==> src/rtl/kgf_pkg.sv <==
package kgf_pkg;
  typedef enum logic [1:0] {
    ST_IDLE  = 2'd0,
    ST_PAIRS = 2'd1,
    ST_DONE  = 2'd2
  } kgf_state_e;
endpackage

==> src/rtl/kgf_compact.sv <==
module kgf_compact #(
  parameter int SLOTS = 8,
  parameter int ROW_W = 4,
  parameter int COL_W = 3,
  localparam int CODE_W = ROW_W + COL_W,
  localparam int CNT_W  = $clog2(SLOTS + 1)
) (
  input  logic [SLOTS-1:0]        slot_vld,
  input  logic [SLOTS*ROW_W-1:0]  rows,
  input  logic [SLOTS*COL_W-1:0]  cols,
  input  logic                    fn_layer_en,
  input  logic [CODE_W-1:0]       fn_code,
  output logic [SLOTS*CODE_W-1:0] list_codes,
  output logic [CNT_W-1:0]        list_cnt,
  output logic                    fn_seen
);
  logic [CODE_W-1:0] raw [SLOTS];
  logic [SLOTS-1:0]  is_fn;
  logic [SLOTS-1:0]  keep;

  for (genvar s = 0; s < SLOTS; s++) begin : gen_code
    assign raw[s]   = {rows[s*ROW_W +: ROW_W], cols[s*COL_W +: COL_W]};
    assign is_fn[s] = fn_layer_en && (raw[s] == fn_code);
    assign keep[s]  = slot_vld[s] && !is_fn[s];
  end

  assign fn_seen = |(slot_vld & is_fn);

  logic [SLOTS*CODE_W-1:0] packed_q;
  logic [CNT_W-1:0]        cnt_v;

  always_comb begin
    packed_q = '0;
    cnt_v    = '0;
    for (int s = 0; s < SLOTS; s++) begin
      if (keep[s]) begin
        packed_q[cnt_v*CODE_W +: CODE_W] = raw[s];
        cnt_v = cnt_v + CNT_W'(1);
      end
    end
  end

  assign list_codes = packed_q;
  assign list_cnt   = cnt_v;
endmodule

==> src/rtl/kgf_pair_walk.sv <==
module kgf_pair_walk #(
  parameter int SLOTS = 8,
  parameter int ROW_W = 4,
  parameter int COL_W = 3,
  localparam int CODE_W = ROW_W + COL_W,
  localparam int CNT_W  = $clog2(SLOTS + 1)
) (
  input  logic                    clk,
  input  logic                    rst_n,
  input  logic                    start,
  input  logic                    check,
  input  logic [SLOTS*CODE_W-1:0] codes,
  input  logic [CNT_W-1:0]        cnt,
  output logic                    fin,
  output logic                    row_hit,
  output logic                    col_hit
);
  logic             busy;
  logic [CNT_W-1:0] idx_a;
  logic [CNT_W-1:0] idx_b;
  logic [CODE_W-1:0] code_a;
  logic [CODE_W-1:0] code_b;
  logic             row_eq;
  logic             col_eq;
  logic             last_b;
  logic             last_a;

  assign code_a = codes[idx_a*CODE_W +: CODE_W];
  assign code_b = codes[idx_b*CODE_W +: CODE_W];
  assign row_eq = code_a[CODE_W-1:COL_W] == code_b[CODE_W-1:COL_W];
  assign col_eq = code_a[COL_W-1:0] == code_b[COL_W-1:0];
  assign last_b = idx_b == (cnt - CNT_W'(1));
  assign last_a = idx_a == (cnt - CNT_W'(2));

  always_ff @(posedge clk or negedge rst_n) begin
    if (!rst_n) begin
      busy    <= 1'b0;
      fin     <= 1'b0;
      row_hit <= 1'b0;
      col_hit <= 1'b0;
      idx_a   <= '0;
      idx_b   <= '0;
    end else begin
      fin <= 1'b0;
      if (start) begin
        row_hit <= 1'b0;
        col_hit <= 1'b0;
        idx_a   <= '0;
        idx_b   <= CNT_W'(1);
        busy    <= check;
        fin     <= !check;
      end else if (busy) begin
        if (row_eq) row_hit <= 1'b1;
        if (col_eq) col_hit <= 1'b1;
        if (last_b) begin
          if (last_a) begin
            busy <= 1'b0;
            fin  <= 1'b1;
          end else begin
            idx_a <= idx_a + CNT_W'(1);
            idx_b <= idx_a + CNT_W'(2);
          end
        end else begin
          idx_b <= idx_b + CNT_W'(1);
        end
      end
    end
  end
endmodule

==> src/rtl/kgf_remap.sv <==
module kgf_remap #(
  parameter int SLOTS = 8,
  parameter int ROW_W = 4,
  parameter int COL_W = 3,
  localparam int CODE_W = ROW_W + COL_W,
  localparam int OUT_W  = CODE_W + 1,
  localparam int CNT_W  = $clog2(SLOTS + 1)
) (
  input  logic [SLOTS*CODE_W-1:0] codes_in,
  input  logic [CNT_W-1:0]        cnt,
  input  logic                    layer_hi,
  output logic [SLOTS*OUT_W-1:0]  codes_out
);
  for (genvar s = 0; s < SLOTS; s++) begin : gen_slot
    assign codes_out[s*OUT_W +: OUT_W] = (CNT_W'(s) < cnt)
      ? {layer_hi, codes_in[s*CODE_W +: CODE_W]} : '0;
  end
endmodule

==> src/rtl/kgf_filter.sv <==
module kgf_filter #(
  parameter int SLOTS = 8,
  parameter int ROW_W = 4,
  parameter int COL_W = 3,
  localparam int CODE_W = ROW_W + COL_W,
  localparam int OUT_W  = CODE_W + 1,
  localparam int CNT_W  = $clog2(SLOTS + 1)
) (
  input  logic                   clk,
  input  logic                   rst_n,
  input  logic                   fn_layer_en,
  input  logic                   ghost_en,
  input  logic [CODE_W-1:0]      fn_code,
  input  logic                   in_valid,
  output logic                   in_ready,
  input  logic [SLOTS-1:0]       in_slot_vld,
  input  logic [SLOTS*ROW_W-1:0] in_rows,
  input  logic [SLOTS*COL_W-1:0] in_cols,
  output logic                   out_valid,
  input  logic                   out_ready,
  output logic [SLOTS*OUT_W-1:0] out_codes,
  output logic [CNT_W-1:0]       out_count,
  output logic                   out_discard,
  output logic                   out_fn
);
  import kgf_pkg::*;

  kgf_state_e state;

  logic [SLOTS*CODE_W-1:0] cmp_codes;
  logic [CNT_W-1:0]        cmp_cnt;
  logic                    cmp_fn;
  logic [SLOTS*CODE_W-1:0] cur_codes;
  logic [CNT_W-1:0]        cur_cnt;
  logic                    cur_fn;
  logic [SLOTS*OUT_W-1:0]  remap_codes;
  logic [SLOTS*OUT_W-1:0]  res_codes;
  logic [CNT_W-1:0]        res_cnt;
  logic                    res_discard;
  logic                    res_fn;
  logic                    accept;
  logic                    need_check;
  logic                    walk_fin;
  logic                    walk_row;
  logic                    walk_col;
  logic                    ghost;

  kgf_compact #(.SLOTS(SLOTS), .ROW_W(ROW_W), .COL_W(COL_W)) u_compact (
    .slot_vld    (in_slot_vld),
    .rows        (in_rows),
    .cols        (in_cols),
    .fn_layer_en (fn_layer_en),
    .fn_code     (fn_code),
    .list_codes  (cmp_codes),
    .list_cnt    (cmp_cnt),
    .fn_seen     (cmp_fn)
  );

  assign in_ready   = (state == ST_IDLE);
  assign accept     = in_valid && in_ready;
  assign need_check = ghost_en && (cmp_cnt >= CNT_W'(3));

  kgf_pair_walk #(.SLOTS(SLOTS), .ROW_W(ROW_W), .COL_W(COL_W)) u_walk (
    .clk     (clk),
    .rst_n   (rst_n),
    .start   (accept),
    .check   (need_check),
    .codes   (cur_codes),
    .cnt     (cur_cnt),
    .fin     (walk_fin),
    .row_hit (walk_row),
    .col_hit (walk_col)
  );

  kgf_remap #(.SLOTS(SLOTS), .ROW_W(ROW_W), .COL_W(COL_W)) u_remap (
    .codes_in  (cur_codes),
    .cnt       (cur_cnt),
    .layer_hi  (cur_fn),
    .codes_out (remap_codes)
  );

  assign ghost = walk_row && walk_col;

  always_ff @(posedge clk or negedge rst_n) begin
    if (!rst_n) begin
      state       <= ST_IDLE;
      cur_codes   <= '0;
      cur_cnt     <= '0;
      cur_fn      <= 1'b0;
      res_codes   <= '0;
      res_cnt     <= '0;
      res_discard <= 1'b0;
      res_fn      <= 1'b0;
    end else begin
      unique case (state)
        ST_IDLE: begin
          if (accept) begin
            cur_codes <= cmp_codes;
            cur_cnt   <= cmp_cnt;
            cur_fn    <= cmp_fn;
            state     <= ST_PAIRS;
          end
        end
        ST_PAIRS: begin
          if (walk_fin) begin
            res_discard <= ghost;
            res_fn      <= cur_fn;
            if (!ghost) begin
              res_codes <= remap_codes;
              res_cnt   <= cur_cnt;
            end
            state <= ST_DONE;
          end
        end
        ST_DONE: begin
          if (out_ready) state <= ST_IDLE;
        end
        default: state <= ST_IDLE;
      endcase
    end
  end

  assign out_valid   = (state == ST_DONE);
  assign out_codes   = res_codes;
  assign out_count   = res_cnt;
  assign out_discard = res_discard;
  assign out_fn      = res_fn;
endmodule

==> config.mk <==
export PLATFORM = sky130hd
export DESIGN_NAME = kgf_filter
export DESIGN_NICKNAME = d
export VERILOG_FILES = /design/src/rtl/kgf_pkg.sv /design/src/rtl/kgf_compact.sv /design/src/rtl/kgf_pair_walk.sv /design/src/rtl/kgf_remap.sv /design/src/rtl/kgf_filter.sv
export SDC_FILE = /design/constraint.sdc
export NUM_CORES = 1
export LEC_CHECK = 0
export BUFFER_PORTS_ARGS = -buffer_cell sky130_fd_sc_hd__buf_2
export CAP_MARGIN = 10
export CORE_AREA = 4 4 208 210
export DETAILED_ROUTE_END_ITERATION = 10
export DIE_AREA = 0 0 212 214
export PLACE_DENSITY = 0.57
export SLEW_MARGIN = 20
export SYNTH_ARGS = -nofsm -noshare
export SYNTH_HDL_FRONTEND = slang
export SYNTH_SLANG_ARGS = --single-unit
==> constraint.sdc <==
create_clock -name clk -period 2.66 [get_ports clk]
set_input_delay 0.266 -clock clk [delete_from_list [all_inputs] [get_ports clk]]
set_output_delay 0.266 -clock clk [all_outputs]
set_load 0.02 [all_outputs]
==> results.yml <==
die:
  die_w_microns: 212
  initial_core_utilization: 0.296
  core_sq_um: 41600
  die_y_microns: 214
  std_cell_rows: 75
  io_pins: 149
  dieArea_sq_um: 45400
timing:
  final_period_minus_worst_setup_slack_ns: 4.63
  finalMaxSlewViolations: 0
  hold_violations: 0
  timing.clock.skew_ns: 0.0170
  final.period_utilization: 1.74
  grt_setup_unrepaired: "yes"
  postLayoutSetupSlackWorst_ns: -1.97
  max_clock_freq_mhz: 216
  setup_viol: 62
  totalNegativeSetupSlack_ns: -113.93
  timing_worst_slew_pin_value_ns: 1.09
  slew-limit-headroom: 0.266
detailed_routing:
  initialDrtViolationCount: 1075
  drtAntennaViolNets: 0
  dr_total_vias: 13200
  route.detailed.wl_per_inst_microns: 22.6
  drt_first_pass_iters: 5
  sum_of_routed_wire_length_over_all_layers_microns: 54400
  drcViolationCount: 0
  detail_route.vias_per_cell: 5.47
power_and_ir_drop:
  power_per_cell_area_nw_per_um2: 859
  reg_power_frac: 0.260
  p_switching_mw: 6.91
  comb_power_share: 0.594
  power.share.clock: 0.146
  cell_internal_pwr_mw: 8.37
  power.switching_fraction: 0.452
  vdd.ir_drop.worst_mv: 0.504
  totalPowerFinal_mw: 15.3
  total_leakage_power_nw: 8.01
logic_synthesis:
  seq_area_frac_synth: 0.295
  post_synthesis_instance_total: 1432
  synth_area_sq_um: 12300
  synthesized_flop_and_latch_total: 145
  synth_async_sr_flop_share: 1.00
  synth_enable_flop_cells: 0
  ys.flop_type: "sky130_fd_sc_hd__dfrtp_1"
  ys_types: 80
  syn_nets: 1540
  synth_warn: 0
  syn-mean-instance-area_sq_um: 8.59
worst_setup_path:
  crit_path_max_fanout: 7
  worst_path_largest_cell_delay_ns: 0.36
  path_delay_family: "compound AO/OA/AOI/OAI gates"
  worst_path_most_repeated_cell: "sky130_fd_sc_hd__ha_4"
  cp_data_arrival_time_ns: 4.91
  regToRegStartpoint: "cur_cnt[0]"
  worst_setup_path_start_kind: "input pin"
  reg2regPathDepth: 11
  timing.rr.end: "u_walk.idx_a[3]"
  critical_setup_path_kind: "in -> reg"
  timing.critical_path.buf_inv: 7
  worstPathRequired_ns: 2.95
  crit_path_top_delay_cell: "sky130_fd_sc_hd__xnor3_2"
  critical_path.endpoint_type: "register"
  timing.reg2reg.setup_slack_ns: 0.23
hold_path:
  timing.hold.worst.start: "out_ready"
  worstHoldPathType: "in -> reg"
  hold_path_depth: 3
  worstHoldEndpoint: "state[1]"
cells_and_area:
  antenna_cells: 0
  drive_above_1_share: 0.395
  final_area_sq_um: 17800
  area.growth.synth_to_final_pct: 44.7
  post-route-util: 0.428
  nNetsFinal: 1962
placed_design:
  placed_cell_area_sq_um: 16100
  buffer_ports.inserted: 148
  gp_congestion: 0.986
  dp_hpwl_microns: 44400
grt:
  grt_max_degree: 72
  overflow: 0
  global_route.usage.total: 0.233
  via_count_of_the_first_global_routing_pass: 13200
  grt_pass1_wl_microns: 82400
  antenna_violations_before_repair: 0
clock_network:
  cts-root-to-sink-buffers: 2
  cts_tree: "yes"
  cts_made_buffers: 17
  clk_latency_ns: 0.44
  cts_htree_levels: 4
  path_clk_slew_ns: 0.06
  cts.root.buffer_cell: "sky130_fd_sc_hd__clkbuf_16"
  tritoncts_num_sinks: 145
run_status:
  failing_checks: "setup timing"
  status: "complete, but fails checks"
job:
  max_capacitance_violation_total: 0
==> metrics by stage <==
step	instances	worst slack (ns)	hold slack, ns
floorplan	1432	-2.67	-0.0296
global placement	2339	-2.65	0.253
detailed placement	2339	-2.71	0.252
CTS	2398	-1.92	0.0972
global route	2406	-2.18	0.133
finish	2406	-1.97	0.109
==> worst register-to-register path, cell delays in order (launching register included) <==
cell and delay [ns]:
sky130_fd_sc_hd__dfrtp_1 0.51, sky130_fd_sc_hd__inv_1 0.12, sky130_fd_sc_hd__ha_1 0.27, sky130_fd_sc_hd__xnor2_1 0.22
sky130_fd_sc_hd__xnor2_1 0.09, sky130_fd_sc_hd__nor4_1 0.22, sky130_fd_sc_hd__buf_4 0.24, sky130_fd_sc_hd__a21oi_1 0.09
sky130_fd_sc_hd__nor2_2 0.22, sky130_fd_sc_hd__nand3_1 0.13, sky130_fd_sc_hd__xor2_1 0.15, sky130_fd_sc_hd__nor2_1 0.10
==> power by group through the flow <==
stage / Combinational (mW) / Sequential (mW) / Clock, mW
6_report: 9.07 / 3.98 / 2.23
5_1_grt: 9.82 / 4.07 / 2.32
4_1_cts: 8.77 / 3.96 / 2.25
3_5_place_dp: 8.10 / 4.00 / 0
3_3_place_gp: 8.03 / 3.96 / 0
2_1_floorplan: 5.02 / 3.83 / 0
==> flip-flops by register name, summed over array words and instances, names as in the netlist <==
| register | count |
|---|---|
| u_walk.idx_a | 4 |
| out_discard | 1 |
| u_walk.col_hit | 1 |
| u_walk.row_hit | 1 |
| cur_fn | 1 |
| out_fn | 1 |
| cur_codes | 56 |
| state | 2 |
| u_walk.idx_b | 4 |
| u_walk.fin | 1 |
| out_count | 4 |
| u_walk.busy | 1 |
| cur_cnt | 4 |
| out_codes | 64 |
==> worst max path at each step <==
stage / start / endpoint / slack (ns) / cells after the start
global placement: fn_code[6] / cur_codes[37] / -2.65 / 27
CTS: fn_code[2] / cur_codes[34] / -1.92 / 33
global route: fn_code[6] / cur_codes[13] / -2.18 / 32
finish: fn_code[6] / cur_codes[19] / -1.97 / 29
floorplan: fn_code[3] / cur_codes[32] / -2.67 / 32
detailed placement: fn_code[6] / cur_codes[40] / -2.71 / 27
==> cells in the mapped netlist, drive strengths merged, types with 12 or more instances <==
master	count	share of area
nand4	20	0.012
and2	31	0.016
a22oi	24	0.015
ha	31	0.032
buf	22	0.0098
o211ai	17	0.011
clkbuf	73	0.023
mux2	12	0.011
xnor2	83	0.066
a211oi	17	0.011
a21o	18	0.011
dfrtp	145	0.30
nand3	20	0.0081
and3	22	0.011
a21oi	58	0.024
o221ai	14	0.010
nor2	93	0.028
o21ai	87	0.036
inv	38	0.012
nand2	241	0.074
a31oi	25	0.013
a22o	53	0.038
nor2b	18	0.0092
mux4	28	0.051
nor3	37	0.015
a221oi	18	0.013
mux2i	61	0.050
a221o	20	0.016
==> cell type report <==
class / count / area, sq um
Clock inverter: 14 / 106
Clock buffer: 18 / 439
Multi-Input combinational cell: 1154 / 9080
Inverter: 39 / 156
Fill cell: 4093 / 23800
Tap cell: 539 / 674
Sequential cell: 145 / 3630
Timing Repair Buffer: 497 / 3710
==> metal layers <==
metal | GRT usage | vias to the layer above | wire, microns
li1 | - | 6132 | -
met1 | 0.303 | 6398 | 22900
met2 | 0.397 | 528 | 26500
met3 | 0.0289 | 106 | 2830
met4 | 0.0854 | 0 | 2180
met5 | 0 | - | 0
==> logic make-up after synthesis <==
family | count (synthesis) | synth area share
multiplexers | 101 | 0.112
buffers and inverters | 134 | 0.0443
XOR/XNOR | 96 | 0.0818
flip-flops | 145 | 0.295
adder cells (fa/ha/maj) | 31 | 0.0315
AO/OA/AOI/OAI | 411 | 0.242
AND/OR/NAND/NOR | 514 | 0.193
==> what timing repair did <==
item / 4_1_cts / 5_1_grt
gates cloned: 3 / 0
hold buffers: 1 / 0
setup endpoints to repair: 62 / 67
gates resized for setup: 102 / 80
pin swaps: 59 / 53
hold endpoints to repair: 50 / 0
buffers inserted: 26 / 12
==> cells in the final DEF (no fill, tap or decap), types with 18 or more instances in the layout <==
master / Yosys / layout
sky130_fd_sc_hd__buf_2: 9 / 139
sky130_fd_sc_hd__buf_6: 0 / 40
sky130_fd_sc_hd__o21ai_0: 78 / 70
sky130_fd_sc_hd__a21oi_1: 58 / 44
sky130_fd_sc_hd__mux4_2: 28 / 28
sky130_fd_sc_hd__a22o_1: 53 / 53
sky130_fd_sc_hd__nor3_1: 36 / 21
sky130_fd_sc_hd__xnor2_2: 11 / 24
sky130_fd_sc_hd__a22oi_1: 24 / 20
sky130_fd_sc_hd__and3_1: 22 / 21
sky130_fd_sc_hd__dfrtp_1: 145 / 145
sky130_fd_sc_hd__mux2i_1: 60 / 49
sky130_fd_sc_hd__a221o_1: 20 / 20
sky130_fd_sc_hd__inv_1: 35 / 27
sky130_fd_sc_hd__nand2_1: 241 / 233
sky130_fd_sc_hd__ha_1: 31 / 19
sky130_fd_sc_hd__and2_1: 31 / 28
sky130_fd_sc_hd__nand3_1: 20 / 18
sky130_fd_sc_hd__nor2_1: 93 / 84
sky130_fd_sc_hd__nand4_1: 18 / 18
sky130_fd_sc_hd__buf_4: 7 / 302
sky130_fd_sc_hd__xnor2_1: 72 / 55
sky130_fd_sc_hd__a31oi_1: 25 / 25
No activity file was read; power rests on OpenSTA's default activity.
